`src/rtl/timer_pkg.sv`:
```
package timer_pkg;

   typedef enum logic {
      MODE_INTERVAL = 1'b0,
      MODE_PULSE    = 1'b1
   } tmr_mode_e;

   typedef struct packed {
      logic wr_lo;
      logic wr_hi;
      logic rd_lo;
      logic rd_hi;
   } tmr_access_t;

   function automatic tmr_access_t decode_access(input logic sel, input logic wr,
                                                 input logic rd, input logic hi);
      tmr_access_t a;
      a.wr_lo = sel & wr & ~hi;
      a.wr_hi = sel & wr & hi;
      a.rd_lo = sel & rd & ~wr & ~hi;
      a.rd_hi = sel & rd & ~wr & hi;
      return a;
   endfunction

endpackage

```
`src/rtl/tmr_edge_detect.sv`:
```
module tmr_edge_detect #(
   parameter int STAGES = 2
) (
   input  logic clk,
   input  logic rst_n,
   input  logic pin_async,
   output logic fall_pulse
);

   if (STAGES < 2) begin : g_bad_stages
      $error("tmr_edge_detect: STAGES must be at least 2");
   end

   logic [STAGES-1:0] sync_q;
   logic              prev_q;

   for (genvar i = 0; i < STAGES; i++) begin : g_sync
      if (i == 0) begin : g_first
         always_ff @(posedge clk or negedge rst_n) begin
            if (!rst_n) sync_q[0] <= 1'b1;
            else        sync_q[0] <= pin_async;
         end
      end else begin : g_next
         always_ff @(posedge clk or negedge rst_n) begin
            if (!rst_n) sync_q[i] <= 1'b1;
            else        sync_q[i] <= sync_q[i-1];
         end
      end
   end

   always_ff @(posedge clk or negedge rst_n) begin
      if (!rst_n) prev_q <= 1'b1;
      else        prev_q <= sync_q[STAGES-1];
   end

   assign fall_pulse = prev_q & ~sync_q[STAGES-1];

   // one step per edge, never on back-to-back cycles
   p_single_step_r7: assert property (@(posedge clk) disable iff (!rst_n)
      fall_pulse |=> !fall_pulse);

endmodule

```
`src/rtl/tmr_counter.sv`:
```
module tmr_counter #(
   parameter int CNT_W = 16
) (
   input  logic             clk,
   input  logic             rst_n,
   input  logic             load,
   input  logic [CNT_W-1:0] load_val,
   input  logic             dec,
   output logic [CNT_W-1:0] count,
   output logic             at_zero,
   output logic             at_one
);

   if (CNT_W < 2) begin : g_bad_width
      $error("tmr_counter: CNT_W must be at least 2");
   end

   localparam logic [CNT_W-1:0] ONE = CNT_W'(1);

   logic [CNT_W-1:0] count_q;

   always_ff @(posedge clk or negedge rst_n) begin
      if (!rst_n)    count_q <= '0;
      else if (load) count_q <= load_val;
      else if (dec)  count_q <= count_q - ONE;
   end

   assign count   = count_q;
   assign at_zero = (count_q == '0);
   assign at_one  = (count_q == ONE);

   // load wins and lands whole
   p_load_r2: assert property (@(posedge clk) disable iff (!rst_n)
      load |=> (count == $past(load_val)));

   // one step down per accepted decrement, wrapping past zero
   p_step_r4: assert property (@(posedge clk) disable iff (!rst_n)
      (!load && dec) |=> (count == CNT_W'($past(count) - ONE)));

   // no load, no decrement, no change
   p_hold_r8: assert property (@(posedge clk) disable iff (!rst_n)
      (!load && !dec) |=> $stable(count));

endmodule

```
`src/rtl/tmr_irq_ctrl.sv`:
```
module tmr_irq_ctrl (
   input  logic clk,
   input  logic rst_n,
   input  logic arm,
   input  logic clr,
   input  logic timeout,
   input  logic irq_en,
   output logic flag,
   output logic irq_n
);

   logic armed_q;
   logic flag_q;
   logic fire;

   assign fire = timeout & armed_q;

   always_ff @(posedge clk or negedge rst_n) begin
      if (!rst_n)    armed_q <= 1'b0;
      else if (arm)  armed_q <= 1'b1;
      else if (fire) armed_q <= 1'b0;
   end

   always_ff @(posedge clk or negedge rst_n) begin
      if (!rst_n)          flag_q <= 1'b0;
      else if (fire)       flag_q <= 1'b1;
      else if (clr || arm) flag_q <= 1'b0;
   end

   assign flag  = flag_q;
   assign irq_n = ~(flag_q & irq_en);

   // flag can only rise from an armed timer
   p_needs_arm_r6: assert property (@(posedge clk) disable iff (!rst_n)
      $rose(flag) |-> $past(armed_q));

   // firing consumes the arming
   p_disarm_r5: assert property (@(posedge clk) disable iff (!rst_n)
      (fire && !arm) |=> !armed_q);

   // a high-byte write leaves the flag clear
   p_arm_clear_r2: assert property (@(posedge clk) disable iff (!rst_n)
      (arm && !timeout) |=> !flag);

   // a coinciding set beats the read clear
   p_set_wins_r11: assert property (@(posedge clk) disable iff (!rst_n)
      (fire && clr) |=> flag);

endmodule

```
`src/rtl/dual_mode_timer.sv`:
```
module dual_mode_timer #(
   parameter int DATA_W      = 8,
   parameter int SYNC_STAGES = 2
) (
   input  logic              clk,
   input  logic              rst_n,
   input  logic              bus_sel,
   input  logic              bus_wr,
   input  logic              bus_rd,
   input  logic              bus_hi,
   input  logic [DATA_W-1:0] bus_wdata,
   output logic [DATA_W-1:0] bus_rdata,
   input  logic              mode_pulse,
   input  logic              irq_en,
   input  logic              ext_pulse,
   output logic              flag,
   output logic              irq_n
);
   import timer_pkg::*;

   localparam int CNT_W = 2 * DATA_W;

   if (DATA_W < 2) begin : g_bad_data_w
      $error("dual_mode_timer: DATA_W must be at least 2");
   end

   tmr_access_t      acc;
   tmr_mode_e        mode;
   logic [DATA_W-1:0] latch_q;
   logic [CNT_W-1:0] count;
   logic             at_zero;
   logic             at_one;
   logic             fall_pulse;
   logic             step;
   logic             timeout;

   assign acc  = decode_access(bus_sel, bus_wr, bus_rd, bus_hi);
   assign mode = tmr_mode_e'(mode_pulse);

   always_ff @(posedge clk or negedge rst_n) begin
      if (!rst_n)          latch_q <= '0;
      else if (acc.wr_lo)  latch_q <= bus_wdata;
   end

   tmr_edge_detect #(.STAGES(SYNC_STAGES)) u_edge (
      .clk        (clk),
      .rst_n      (rst_n),
      .pin_async  (ext_pulse),
      .fall_pulse (fall_pulse)
   );

   always_comb begin
      unique case (mode)
         MODE_INTERVAL: begin
            step    = 1'b1;
            timeout = at_zero & ~acc.wr_hi;
         end
         MODE_PULSE: begin
            step    = fall_pulse;
            timeout = fall_pulse & at_one & ~acc.wr_hi;
         end
         default: begin
            step    = 1'b0;
            timeout = 1'b0;
         end
      endcase
   end

   tmr_counter #(.CNT_W(CNT_W)) u_cnt (
      .clk      (clk),
      .rst_n    (rst_n),
      .load     (acc.wr_hi),
      .load_val ({bus_wdata, latch_q}),
      .dec      (step),
      .count    (count),
      .at_zero  (at_zero),
      .at_one   (at_one)
   );

   tmr_irq_ctrl u_irq (
      .clk     (clk),
      .rst_n   (rst_n),
      .arm     (acc.wr_hi),
      .clr     (acc.rd_lo),
      .timeout (timeout),
      .irq_en  (irq_en),
      .flag    (flag),
      .irq_n   (irq_n)
   );

   assign bus_rdata = bus_hi ? count[CNT_W-1:DATA_W] : count[DATA_W-1:0];

   // latch writes never move the count in pulse mode
   p_latch_quiet_r1: assert property (@(posedge clk) disable iff (!rst_n)
      (acc.wr_lo && mode_pulse && !fall_pulse) |=> $stable(count));

   // a high-byte read leaves the flag alone
   p_hi_read_r3: assert property (@(posedge clk) disable iff (!rst_n)
      (acc.rd_hi && !timeout) |=> $stable(flag));

   // in pulse mode the pin pulse is the only decrement source
   p_pulse_only_r8: assert property (@(posedge clk) disable iff (!rst_n)
      (mode_pulse && !fall_pulse && !acc.wr_hi) |=> $stable(count));

endmodule

```
`config.mk`:
```
export PLATFORM = sky130hd
export DESIGN_NAME = dual_mode_timer
export DESIGN_NICKNAME = d
export VERILOG_FILES = /design/src/rtl/timer_pkg.sv /design/src/rtl/tmr_edge_detect.sv /design/src/rtl/tmr_counter.sv /design/src/rtl/tmr_irq_ctrl.sv /design/src/rtl/dual_mode_timer.sv
export SDC_FILE = /design/constraint.sdc
export NUM_CORES = 1
export LEC_CHECK = 0
export BUFFER_PORTS_ARGS = -buffer_cell sky130_fd_sc_hd__buf_2
export CAP_MARGIN = 25
export CORE_UTILIZATION = 55
export CTS_CLUSTER_SIZE = 16
export DETAILED_ROUTE_END_ITERATION = 10
export PLACE_DENSITY = 0.88
export SETUP_SLACK_MARGIN = 0.4
export SYNTH_ARGS = -nofsm -noshare
export SYNTH_HDL_FRONTEND = slang
export SYNTH_HIERARCHICAL = 1
export SYNTH_SLANG_ARGS = --single-unit
```
`constraint.sdc`:
```
create_clock -name clk -period 5.3 [get_ports clk]
set_input_delay 1.06 -clock clk [delete_from_list [all_inputs] [get_ports clk]]
set_output_delay 1.06 -clock clk [all_outputs]
set_load 0.005 [all_outputs]
```
# Yosys cells after proc, flatten, opt, wreduce, memory -nomap -nowiden
# Index checks and enable logic that the tools add are counted.
[word_totals]
out_inout_bits = 10
register_bits = 29
wordCells = 41
in_bits = 17
[classes]
n_addsub = 1
eq_ne = 1
n_bitwise = 18
mux = 9
reduce_logical = 5
[op_table]
columns = ["op", "n"]
rows = [
  ["2-to-1 mux 16 bit", 2],
  ["equality test 16 x 1 -> 1 bit, second input constant", 1],
  ["zero test 16 bit", 1],
  ["subtractor 16 x 1 -> 16 bit, second input constant", 1],
  ["AND 1 bit", 12],
  ["2-to-1 mux 8 bit", 1],
  ["NOT 1 bit", 6],
  ["nonzero test 2 bit", 3],
  ["2-to-1 mux 1 bit", 4],
  ["case mux 1 bit (2 select lines)", 2],
  ["logical OR 1 bit", 1],
]

# Depth between registers and ports, before layout
# Gate-level depths: netlist of run 1.
[logic_depth]
depth_word = 8
mapped_depth = 7
mapped_depth_nobuf = 7

# Hierarchy
# The synthesis of run 1 kept the hierarchy.
[modules_own_cells]
columns = ["module", "seq_area_each_um2", "area_each_um2", "n_inst", "cells_per_inst"]
rows = [
  ["tmr_counter", 400.4, 948.4, 1, 102],
  ["dual_mode_timer", 200.2, 444.2, 1, 33],
  ["tmr_edge_detect", 78.8, 92.6, 1, 4],
  ["tmr_irq_ctrl", 50.0, 77.6, 1, 7],
]

# Worst setup path after synthesis of run 1
# OpenSTA, ideal clock, no wires.
[synth_timing]
path_type = "input-to-output"
start = "input port bus_hi"
end = "output port bus_rdata[0]"
stages = 2
arrival_time_ps = 1590
path_slack_ps = 2650
path_buffers = 1
required_time_ps = 4240
path_cell_list = "buf_2 -> mux2_2"
[synth_via]
elab_chain_len = 1
[synth_rtl]
columns = ["item", "line_no", "source"]
rows = [
  ["from (decl)", "dual_mode_timer.sv:10", "input logic bus_hi,"],
  ["2-to-1 mux 8 bit", "dual_mode_timer.sv:91", "assign bus_rdata = bus_hi ? count[CNT_W-1:DATA_W] : count[DATA_W-1:0];"],
  ["to (decl)", "dual_mode_timer.sv:12", "output logic [DATA_W-1:0] bus_rdata,"],
]
# Every way passes these cells.

# Worst setup path in the final report of run 1
[layout_timing]
start = "input port bus_hi"
end = "output port bus_rdata[3]"
# The elaborated chain is that of the path after synthesis.

==> metrics.csv, run 1 <==
metric,value,unit
synth_common_cells,"dfrtp_1 (26), nand2_1 (17), mux2_2 (16), o21ai_0 (13), nor2_1 (7)",
die_area,3059,µm²
cts_root_buf,clkbuf_4,
ys.flop_type,dfrtp_1,
synth_cells,146,
vias_per_cell,5.937,
cts_made_buffers,5,
routed_wire_length,3023,µm
drive_gt1_share,32.95,%
dpl.hpwl,2159,µm
final-setup-viol-count,0,
cts_setup_buffers,0,
worst_stage_delay_on_the_critical_path,0.38,ns
synth.area.top_cells,"dfrtp_1 (42%), mux2_2 (12%), dfstp_2 (5.0%)",
place.port_buffers,26,
floorplan.initialDensity,60.34,%
number_of_global_route_vias_before_repair,1131,
syn-cell-area,1563,µm²
cts_hold_repair.buffers,0,
num_io_pins,27,
synth_top_cell_by_area,dfrtp_1,
number_of_synthesized_flops_with_an_enable_pin,0,
gr-usage-all-layers,21.80,%
worst-endpoint-arrival,1.80,ns
postRouteAntennaNets,0,
post_synth_num_cell_types,39,
yosys.area.top_type_share,41.63,%
detail_route.wl_per_cell,14.67,µm
clock_tree.htree_level_count,2,
final.setup_skew,0.006205,ns
nets,194,
firstDrtPassIters,4,
min_path_type,reg -> reg,
cts.reportedPaths.clkPinSlew,0.09,ns
post_cts_resize_count,0,
powerDensity,418.6,nW/µm²
crit_chain,"buf_2, mux2_2, buf_2",
setup.worst_path.end_class,primary output,
headroom_to_the_max_slew_limit,57.25,%
worstMarginPinSlew,0.6412,ns
report.final.slew_viol_count,0,
grt_max_degree,35,
timing.setup.critical_path_class,in -> out,
p_leak,0.0007437,µW
yosys.cell_count.top_type,dfrtp_1,
tns,0,ns
synthesis.nets,165,
timing.max_cap.violations,0,
worstPathMaxFanout,11,
global_route.overflow_total,0,
floorplan.core_area,2590,µm²
grt_setup_unrepaired,false,
peakVddDrop,0.0002974,V
cts_max_path_buffers,2,
n_antenna_cell,0,
clk-insertion-delay-late,0.32,ns
timing.critical_path.mode_cell,buf_2,
fin_crit,2.862,ns
finalCoreUtilization,67.68,%
detail_route.drc_violations,0,
cp-start-kind,primary input,
cts_tree,yes,
detailroute.via_count,1223,
global_route_wire_length_before_repair,5119,µm
floorplan.rows,18,
yosys_warnings,6,
required,4.24,ns
gp_routability_congestion,0.8213,
postSynth.asyncResetShare,100.0,%
area_growth,12.17,%
dieHeight,55.31,µm
report.final.hold_viol_count,0,
floorplan.die.width,55.31,µm
dr.first_iter.drc_count,39,
grt_antenna_before_repair,0,
seq_area_frac_synth,46.68,%
critical_path.slowest_cell,mux2_2,
synth_area_per_cell,10.70,µm²
postSynthRegisterBits,29,
timing.final.crit_share,54.01,%
run_status,finished clean,
clock-sinks,29,
fmax,349.4,MHz
-- sequential cells by signal, summed over array words and instances, names as in the netlist --
signal	count
u_irq/armed_q	1
u_irq/flag	1
latch_q	8
u_cnt/count	16
u_edge/sync_q	2
u_edge/prev_q	1
-- worst max-delay path, delay by kind of cell --
family	cells	cell delay, ns
multiplexers	1	0.38
buffers and inverters	2	0.37
-- metrics by stage --
step                worst slack, ns  hold WS (ns)  instance area (µm²)  total power, µW  instances
detailed placement            2.451        0.3510                 1704            610.7        198
global placement              2.460        0.3485                 1704            598.6        198
CTS                           2.450        0.3637                 1753            738.0        206
global route                  2.418        0.3706                 1753            787.1        206
floorplan                     2.650        0.3452                 1563            526.6        146
finish                        2.438        0.3628                 1753            733.8        206
-- area by class of cell --
cell class	count	area, µm²
Fill cell	200	837.1
Timing Repair Buffer	26	130.1
Multi-Input combinational cell	109	792.0
Clock buffer	8	48.80
Inverter	4	15.01
Tap cell	30	37.54
Sequential cell	29	729.5
-- where the power goes --
| part | internal, µW | leakage [µW] | switching (µW) | total [µW] |
|---|---|---|---|---|
| clock network | 52.7 | 0.0000265 | 70.6 | 123 |
| logic | 128 | 0.000374 | 111 | 239 |
| registers | 284 | 0.000343 | 88.1 | 372 |
| total | 465 | 0.000744 | 269 | 734 |
-- cells by family (layout without fill, tap and decap cells) --
logic type	after synthesis	after routing	synth area share [%]
XOR/XNOR	11	11	6.165
adder cells (fa/ha/maj)	2	2	1.601
AND/OR/NAND/NOR	58	58	22.98
multiplexers	16	16	11.53
flip-flops	29	29	46.68
buffers and inverters	8	38	2.641
AO/OA/AOI/OAI	22	22	8.406
-- cells in the final DEF (no fill, tap or decap), types with 2 or more instances in the layout --
cell type and n:
nand4_1 3, nand2_1 17, nor2_1 7, o21ai_0 13, dfstp_2 3, nor3_2 3, nor4b_1 2, mux2_2 16
nor3_1 4, buf_2 26, nand3_1 3, clkbuf_4 5, a31oi_1 2, nand2b_1 2, a221o_1 2, nor2b_1 2
and4_1 2, xor2_1 5, clkbuf_1 3, inv_1 4, xnor2_1 6, nor4_1 3, dfrtp_1 26, ha_1 2
-- layer usage --
layer / global-route usage, % / vias to the layer above / share of wire [%]
met5: 0 / - / 0
met4: 14.29 / 0 / 3.1
met3: 4.918 / 10 / 4.9
met2: 33.39 / 41 / 49
met1: 27.67 / 588 / 43
li1: - / 584 / -
-- worst paths after layout --
kind	slack (ns)	to	cells past startpoint	startpoint
max in group asynchronous	4.13	u_cnt/count[7]	1	rst_n
hold reg to reg	0.36	u_edge/sync_q[1]	0	u_edge/sync_q[0]
hold / removal	0.36	u_edge/sync_q[1]	0	u_edge/sync_q[0]
min in group asynchronous	0.75	u_irq/flag	1	rst_n
setup reg to reg	3.20	u_cnt/count[14]	6	u_edge/prev_q
setup / recovery	2.44	bus_rdata[3]	3	bus_hi
(Power assumes the default switching activity.)
==> run 2: changes to the inputs <==
--- a/config.mk
+++ b/config.mk
@@ -7,10 +7,10 @@
 export LEC_CHECK = 0
 export BUFFER_PORTS_ARGS = -buffer_cell sky130_fd_sc_hd__buf_2
 export CAP_MARGIN = 25
-export CORE_UTILIZATION = 55
+export CORE_UTILIZATION = 49
 export CTS_CLUSTER_SIZE = 16
 export DETAILED_ROUTE_END_ITERATION = 10
-export PLACE_DENSITY = 0.88
+export PLACE_DENSITY = 0.84
 export SETUP_SLACK_MARGIN = 0.4
 export SYNTH_ARGS = -nofsm -noshare
 export SYNTH_HDL_FRONTEND = slang
==> constraint.sdc (replaced) <==
create_clock -name clk -period 2.5 [get_ports clk]
set_input_delay 0.5 -clock clk [delete_from_list [all_inputs] [get_ports clk]]
set_output_delay 0.5 -clock clk [all_outputs]
set_load 0.005 [all_outputs]
==> run 2 against run 1 <==
Effect of this change: total power rose by 120%; cell area up 3.1%; flip-flop and latch count unchanged; global-route usage shrank 0.31 points; die area increased by 12%; critical path depth is 4 higher; sequential share of layout area decreased by 1.3 points; sequential power up 120%; highest routed layer unchanged; clock power increased by 140%.
==> metrics.csv, run 2 (same netlist as run 1, synthesis figures left out) <==
metric,value,unit,change
timing.final.crit_share,80.19,%,
fmax,498.8,MHz,
timing.setup.critical_path_class,reg -> reg,,
worstMarginPinSlew,0.6349,ns,-0.006312 ns
place.port_buffers,26,,unchanged
path_delay_family,simple AND/OR/NAND/NOR gates,,
report.final.hold_viol_count,0,,unchanged
routed_wire_length,3360,µm,+11%
detail_route.wl_per_cell,15.27,µm,+4.1%
worst-endpoint-arrival,2.23,ns,+0.43 ns
floorplan.core_area,3028,µm²,+17%
multiInputGateArea,819.5,µm²,+3.5%
grt_antenna_before_repair,0,,unchanged
tns,0,ns,unchanged
gp_routability_congestion,0.9415,,+15%
fin_crit,2.005,ns,
cts_root_buf,clkbuf_4,,
clk-insertion-delay-late,0.32,ns,about the same
cp-start-kind,flop,,
cts_max_path_buffers,2,,unchanged
p_leak,0.0007528,µW,+1.2%
seq_area,729.5,µm²,unchanged
dieHeight,58.48,µm,+5.7%
met1_usage,24.25,%,-3.4 points
run_status,finished clean,,
cts_tree,yes,,
dr.first_iter.drc_count,51,,+31%
floorplan.initialDensity,51.61,%,-8.7 points
largest_reg_flops,16,,unchanged
floorplan.rows,20,,+2
detailroute.via_count,1257,,+2.8%
fin_worst_hold_slack,0.1919,ns,-0.1709 ns
vias_per_cell,5.714,,-3.8%
grt_setup_unrepaired,true,,
cts_setup_buffers,0,,unchanged
post_cts_resize_count,0,,unchanged
floorplan.die.width,58.48,µm,+5.7%
cts_made_buffers,5,,unchanged
detail_route.drc_violations,0,,unchanged
die_area,3419,µm²,+12%
number_of_global_route_vias_before_repair,1252,,+11%
num-fill-cells,254,,+27%
min_path_type,in -> async,,
global_route_wire_length_before_repair,5313,µm,+3.8%
use_met3,6.154,%,+1.2 points
crit_chain,"nor4_2, nand4_1, nor4b_2, nand3_1, a21oi_1, inv_1, a21o_1",,
critPathBufInv,1,,-1
num_io_pins,27,,unchanged
area_growth,15.69,%,
worstPathMaxFanout,6,,-5
dpl.hpwl,2338,µm,+8.3%
cts.reportedPaths.clkPinSlew,0.09,ns,about the same
worst_stage_delay_on_the_critical_path,0.47,ns,+0.09 ns
gr-max-usage-layer,met2,,
gr-usage-all-layers,21.49,%,-0.31 points
critical_path.slowest_cell,dfrtp_1,,
required,2.72,ns,-1.52 ns
n_antenna_cell,0,,unchanged
setup.worst_path.end_class,flop,,
firstDrtPassIters,4,,unchanged
timing.max_cap.violations,0,,unchanged
report.final.slew_viol_count,0,,unchanged
layout.cells.most_common_list,"buf_2 (26), dfrtp_1 (26), nand2_1 (17)",,
headroom_to_the_max_slew_limit,57.67,%,+0.42 points
powerDensity,905.0,nW/µm²,+120%
drive_gt1_share,35.80,%,+2.8 points
nets,194,,unchanged
final-setup-viol-count,0,,unchanged
groute.layer.met2.usage,35.80,%,+2.4 points
clock_tree.htree_level_count,2,,unchanged
peakVddDrop,0.0004009,V,+35%
cts_hold_repair.buffers,0,,unchanged
clock-sinks,29,,unchanged
global_route.overflow_total,0,,unchanged
postRouteAntennaNets,0,,unchanged
grt_max_degree,35,,unchanged
final.setup_skew,0.005700,ns,-0.0005047 ns
run 2: worst reg2reg max path: stages (launching register included):
cell,delay (ns)
dfrtp_1,0.47
nor4_2,0.34
nand4_1,0.26
nor4b_2,0.29
nand3_1,0.10
a21oi_1,0.20
inv_1,0.07
a21o_1,0.18
run 2: power breakdown:
part           total [µW]  internal, µW  switching [µW]  leakage [µW]
clock                 292           139             153     0.0000326
combinational         532           282             250      0.000377
sequential            813           601             212      0.000343
total                1640          1020             615      0.000753
run 2: final cells by class:
| cell class | count | share of cell area, % |
|---|---|---|
| Tap cell | 44 | 3.045 |
| Timing Repair Buffer | 26 | 7.197 |
| Multi-Input combinational cell | 109 | 45.33 |
| Sequential cell | 29 | 40.35 |
| Clock buffer | 8 | 3.253 |
| Inverter | 4 | 0.8305 |
run 2: path summary, 6_finish.rpt:
check / start / to / slack (ns) / cells after the start
hold / removal: rst_n / u_cnt/count[9] / 0.19 / 1
min in group clk: ext_pulse / u_edge/sync_q[0] / 0.28 / 1
max in group asynchronous: rst_n / u_cnt/count[15] / 1.90 / 1
hold reg to reg: u_edge/sync_q[0] / u_edge/sync_q[1] / 0.36 / 0
setup reg to reg: u_cnt/count[3] / u_irq/armed_q / 0.50 / 7
setup / recovery: u_cnt/count[3] / u_irq/armed_q / 0.50 / 7
run 2: metal layers:
layer | wire length [µm] | share of wire, %
met2 | 1669 | 50
met3 | 227 | 6.8
met5 | 0 | 0
met4 | 48 | 1.4
met1 | 1414 | 42
run 2: metrics by stage:
stage	total power, µW	instances	setup WS, ns	util [%]	cell area, µm²
6_report	1636	220	0.4952	59.71	1808
3_5_place_dp	1310	212	0.4578	56.86	1722
3_3_place_gp	1276	212	0.5736	56.86	1722
4_1_cts	1610	220	0.4435	58.80	1780
2_1_floorplan	1116	146	0.6447	-	1563
5_1_grt	1737	220	0.3655	59.71	1808
==> run 3: changes to the inputs <==
--- a/config.mk
+++ b/config.mk
@@ -7,10 +7,10 @@
 export LEC_CHECK = 0
 export BUFFER_PORTS_ARGS = -buffer_cell sky130_fd_sc_hd__buf_2
 export CAP_MARGIN = 25
-export CORE_UTILIZATION = 49
+export CORE_UTILIZATION = 55
 export CTS_CLUSTER_SIZE = 16
 export DETAILED_ROUTE_END_ITERATION = 10
-export PLACE_DENSITY = 0.84
+export PLACE_DENSITY = 0.88
 export SETUP_SLACK_MARGIN = 0.4
 export SYNTH_ARGS = -nofsm -noshare
 export SYNTH_HDL_FRONTEND = slang
==> constraint.sdc (replaced) <==
create_clock -name clk -period 2 [get_ports clk]
set_input_delay 0.4 -clock clk [delete_from_list [all_inputs] [get_ports clk]]
set_output_delay 0.4 -clock clk [all_outputs]
set_load 0.005 [all_outputs]
==> run 3 against run 2 <==
Effect of this change: the run now ends with negative setup slack left; largest power group is now combinational logic; setup slack got worse by 0.63 ns; flip-flop and latch count unchanged; sequential power increased by 27%; largest cell class unchanged; wire length increased by 66%; cell count increased by 8.2%; highest routed layer unchanged; clock skew increased by 0.0029 ns; critical endpoint unchanged; via count increased by 28%.
==> metrics.csv, run 3 (same netlist as run 1, synthesis figures left out) <==
metric,value,unit,change
setup.worst_path.end_class,flop,,
worst_stage_delay_on_the_critical_path,0.42,ns,-0.05 ns
cts_max_path_buffers,2,,unchanged
firstDrtPassIters,5,,+1
cp-start-kind,flop,,
critical_path.slowest_cell,dfrtp_1,,
timing.max_cap.violations,0,,unchanged
run_status,"finished, violations left",,
layout.cells.most_common_list,"buf_4 (25), buf_2 (22), dfrtp_1 (20)",,
switching_share,39.55,%,+1.9 points
clk-insertion-delay-late,0.33,ns,about the same
floorplan.initialDensity,60.34,%,+8.7 points
min_path_type,in -> async,,
global_route.overflow_total,0,,unchanged
power.net_switching,1091,µW,+77%
cts_made_buffers,5,,unchanged
required,2.23,ns,-0.49 ns
headroom_to_the_max_slew_limit,57.01,%,-0.67 points
detail_route.drc_violations,0,,unchanged
grt_max_degree,30,,-14%
dieHeight,55.31,µm,-5.4%
gp_routability_congestion,0.8919,,-5.3%
cts_root_buf,clkbuf_4,,
fmax,467.6,MHz,-6.3%
power_frac_seq,37.4,%,-12 points
cts_tree,yes,,
placed_cells_incl_taps,203,,-4.2%
layout.cells.most_common,buf_4,,
failed_checks,negative setup slack,,
p_comb_share,48.9,%,+16 points
largest_reg_flops,16,,unchanged
worst_slack,-0.1388,ns,-0.6340 ns
worstMarginPinSlew,0.6449,ns,+0.009985 ns
final_cell_count_no_fill,238,,+8.2%
clock-sinks,29,,unchanged
n_antenna_cell,0,,unchanged
postRouteAntennaNets,0,,unchanged
die_area,3059,µm²,-11%
p_leak,0.0009490,µW,+26%
final.setup_skew,0.008586,ns,+0.002886 ns
floorplan.die.width,55.31,µm,-5.4%
worstPathMaxFanout,3,,-3
floorplan.core_area,2590,µm²,-14%
fin_crit,2.139,ns,+0.1340 ns
tns,-0.2633,ns,-0.2633 ns
report.final.slew_viol_count,0,,unchanged
timing.setup.critical_path_class,reg -> reg,,
timing.final.crit_share,106.9,%,+27 points
dr.first_iter.drc_count,158,,+210%
crit_chain,"nor4_2, nand4_1, nor4b_2, nand3_1, a21oi_2, inv_1, a21o_1",,
peakVddDrop,0.0009984,V,+150%
routed_wire_length,5576,µm,+66%
clock_power_share,13.7,%,-4.1 points
path_delay_family,simple AND/OR/NAND/NOR gates,,
nets,226,,+16%
dpl.hpwl,2485,µm,+6.3%
grt_setup_unrepaired,true,,
report.final.hold_viol_count,0,,unchanged
worst-endpoint-arrival,2.37,ns,+0.14 ns
drive_gt1_share,51.44,%,+16 points
cts.reportedPaths.clkPinSlew,0.10,ns,about the same
detail_route.wl_per_cell,23.43,µm,+53%
detailroute.via_count,1611,,+28%
floorplan.rows,18,,-10%
critPathBufInv,1,,unchanged
clock_tree.htree_level_count,2,,unchanged
final-setup-viol-count,3,,+3
area_growth,38.27,%,
num_io_pins,27,,unchanged
vias_per_cell,6.769,,+18%
powerDensity,1276,nW/µm²,+41%
grt_antenna_before_repair,0,,unchanged
global_route_wire_length_before_repair,7169,µm,+35%
gr-usage-all-layers,31.48,%,+10 points
place.port_buffers,26,,unchanged
number_of_global_route_vias_before_repair,1420,,+13%
cts_hold_repair.buffers,0,,unchanged
power.internal,1667,µW,+63%
==> run 3: path summary, 6_finish.rpt <==
kind,from,end,slack (ns),cells past startpoint
max in group asynchronous,rst_n,u_cnt/count[9],1.45,1
min in group clk,ext_pulse,u_edge/sync_q[0],0.16,1
min reg2reg,u_edge/sync_q[0],u_edge/sync_q[1],0.36,0
max,u_cnt/count[12],u_irq/armed_q,-0.14,7
max reg2reg,u_cnt/count[12],u_irq/armed_q,-0.14,7
min,rst_n,u_cnt/count[2],0.07,1
==> run 3: per-stage QoR <==
stage          instance area, µm²  hold WS (ns)  setup WS [ns]  total power (µW)  util [%]
6_report                     2161       0.07441        -0.1388              2758     83.43
4_1_cts                      1974       0.09439         0.1564              2278     76.23
5_1_grt                      2161        0.1317        -0.1848              2861     83.43
3_3_place_gp                 1760        0.3483         0.2025              1672     67.97
3_5_place_dp                 1760        0.3468         0.1177              1724     67.97
2_1_floorplan                1582        0.1044         0.2508              1419         -
==> run 3: power by group through the flow <==
stage | registers (µW) | clock network, µW | logic (µW)
2_1_floorplan | 945 | 0 | 474
3_3_place_gp | 960 | 0 | 712
3_5_place_dp | 976 | 0 | 747
4_1_cts | 984 | 376 | 918
5_1_grt | 1050 | 413 | 1400
6_report | 1030 | 378 | 1350
==> run 3: repair_timing <==
action | in CTS | in global routing
resized for setup | 18 | 21
buffers inserted | 10 | 17
hold endpoints to repair | 0 | 0
pin swaps | 12 | 11
endpoints found under the setup margin | 18 | 23
==> run 3: cell type report <==
cell class / instances / area [µm²]
Multi-Input combinational cell: 109 / 890.9
Sequential cell: 29 / 737.0
Fill cell: 138 / 429.2
Timing Repair Buffer: 58 / 421.7
Clock buffer: 8 / 58.81
Tap cell: 30 / 37.54
Inverter: 4 / 15.01
==> run 3: layer usage <==
| metal | vias to the layer above | global-route usage, % | share of wire [%] |
|---|---|---|---|
| met5 | - | 0 | 0 |
| met4 | 0 | 16.79 | 8.1 |
| met3 | 51 | 10.07 | 10 |
| met2 | 140 | 51.46 | 47 |
| met1 | 775 | 36.73 | 35 |
| li1 | 645 | - | - |
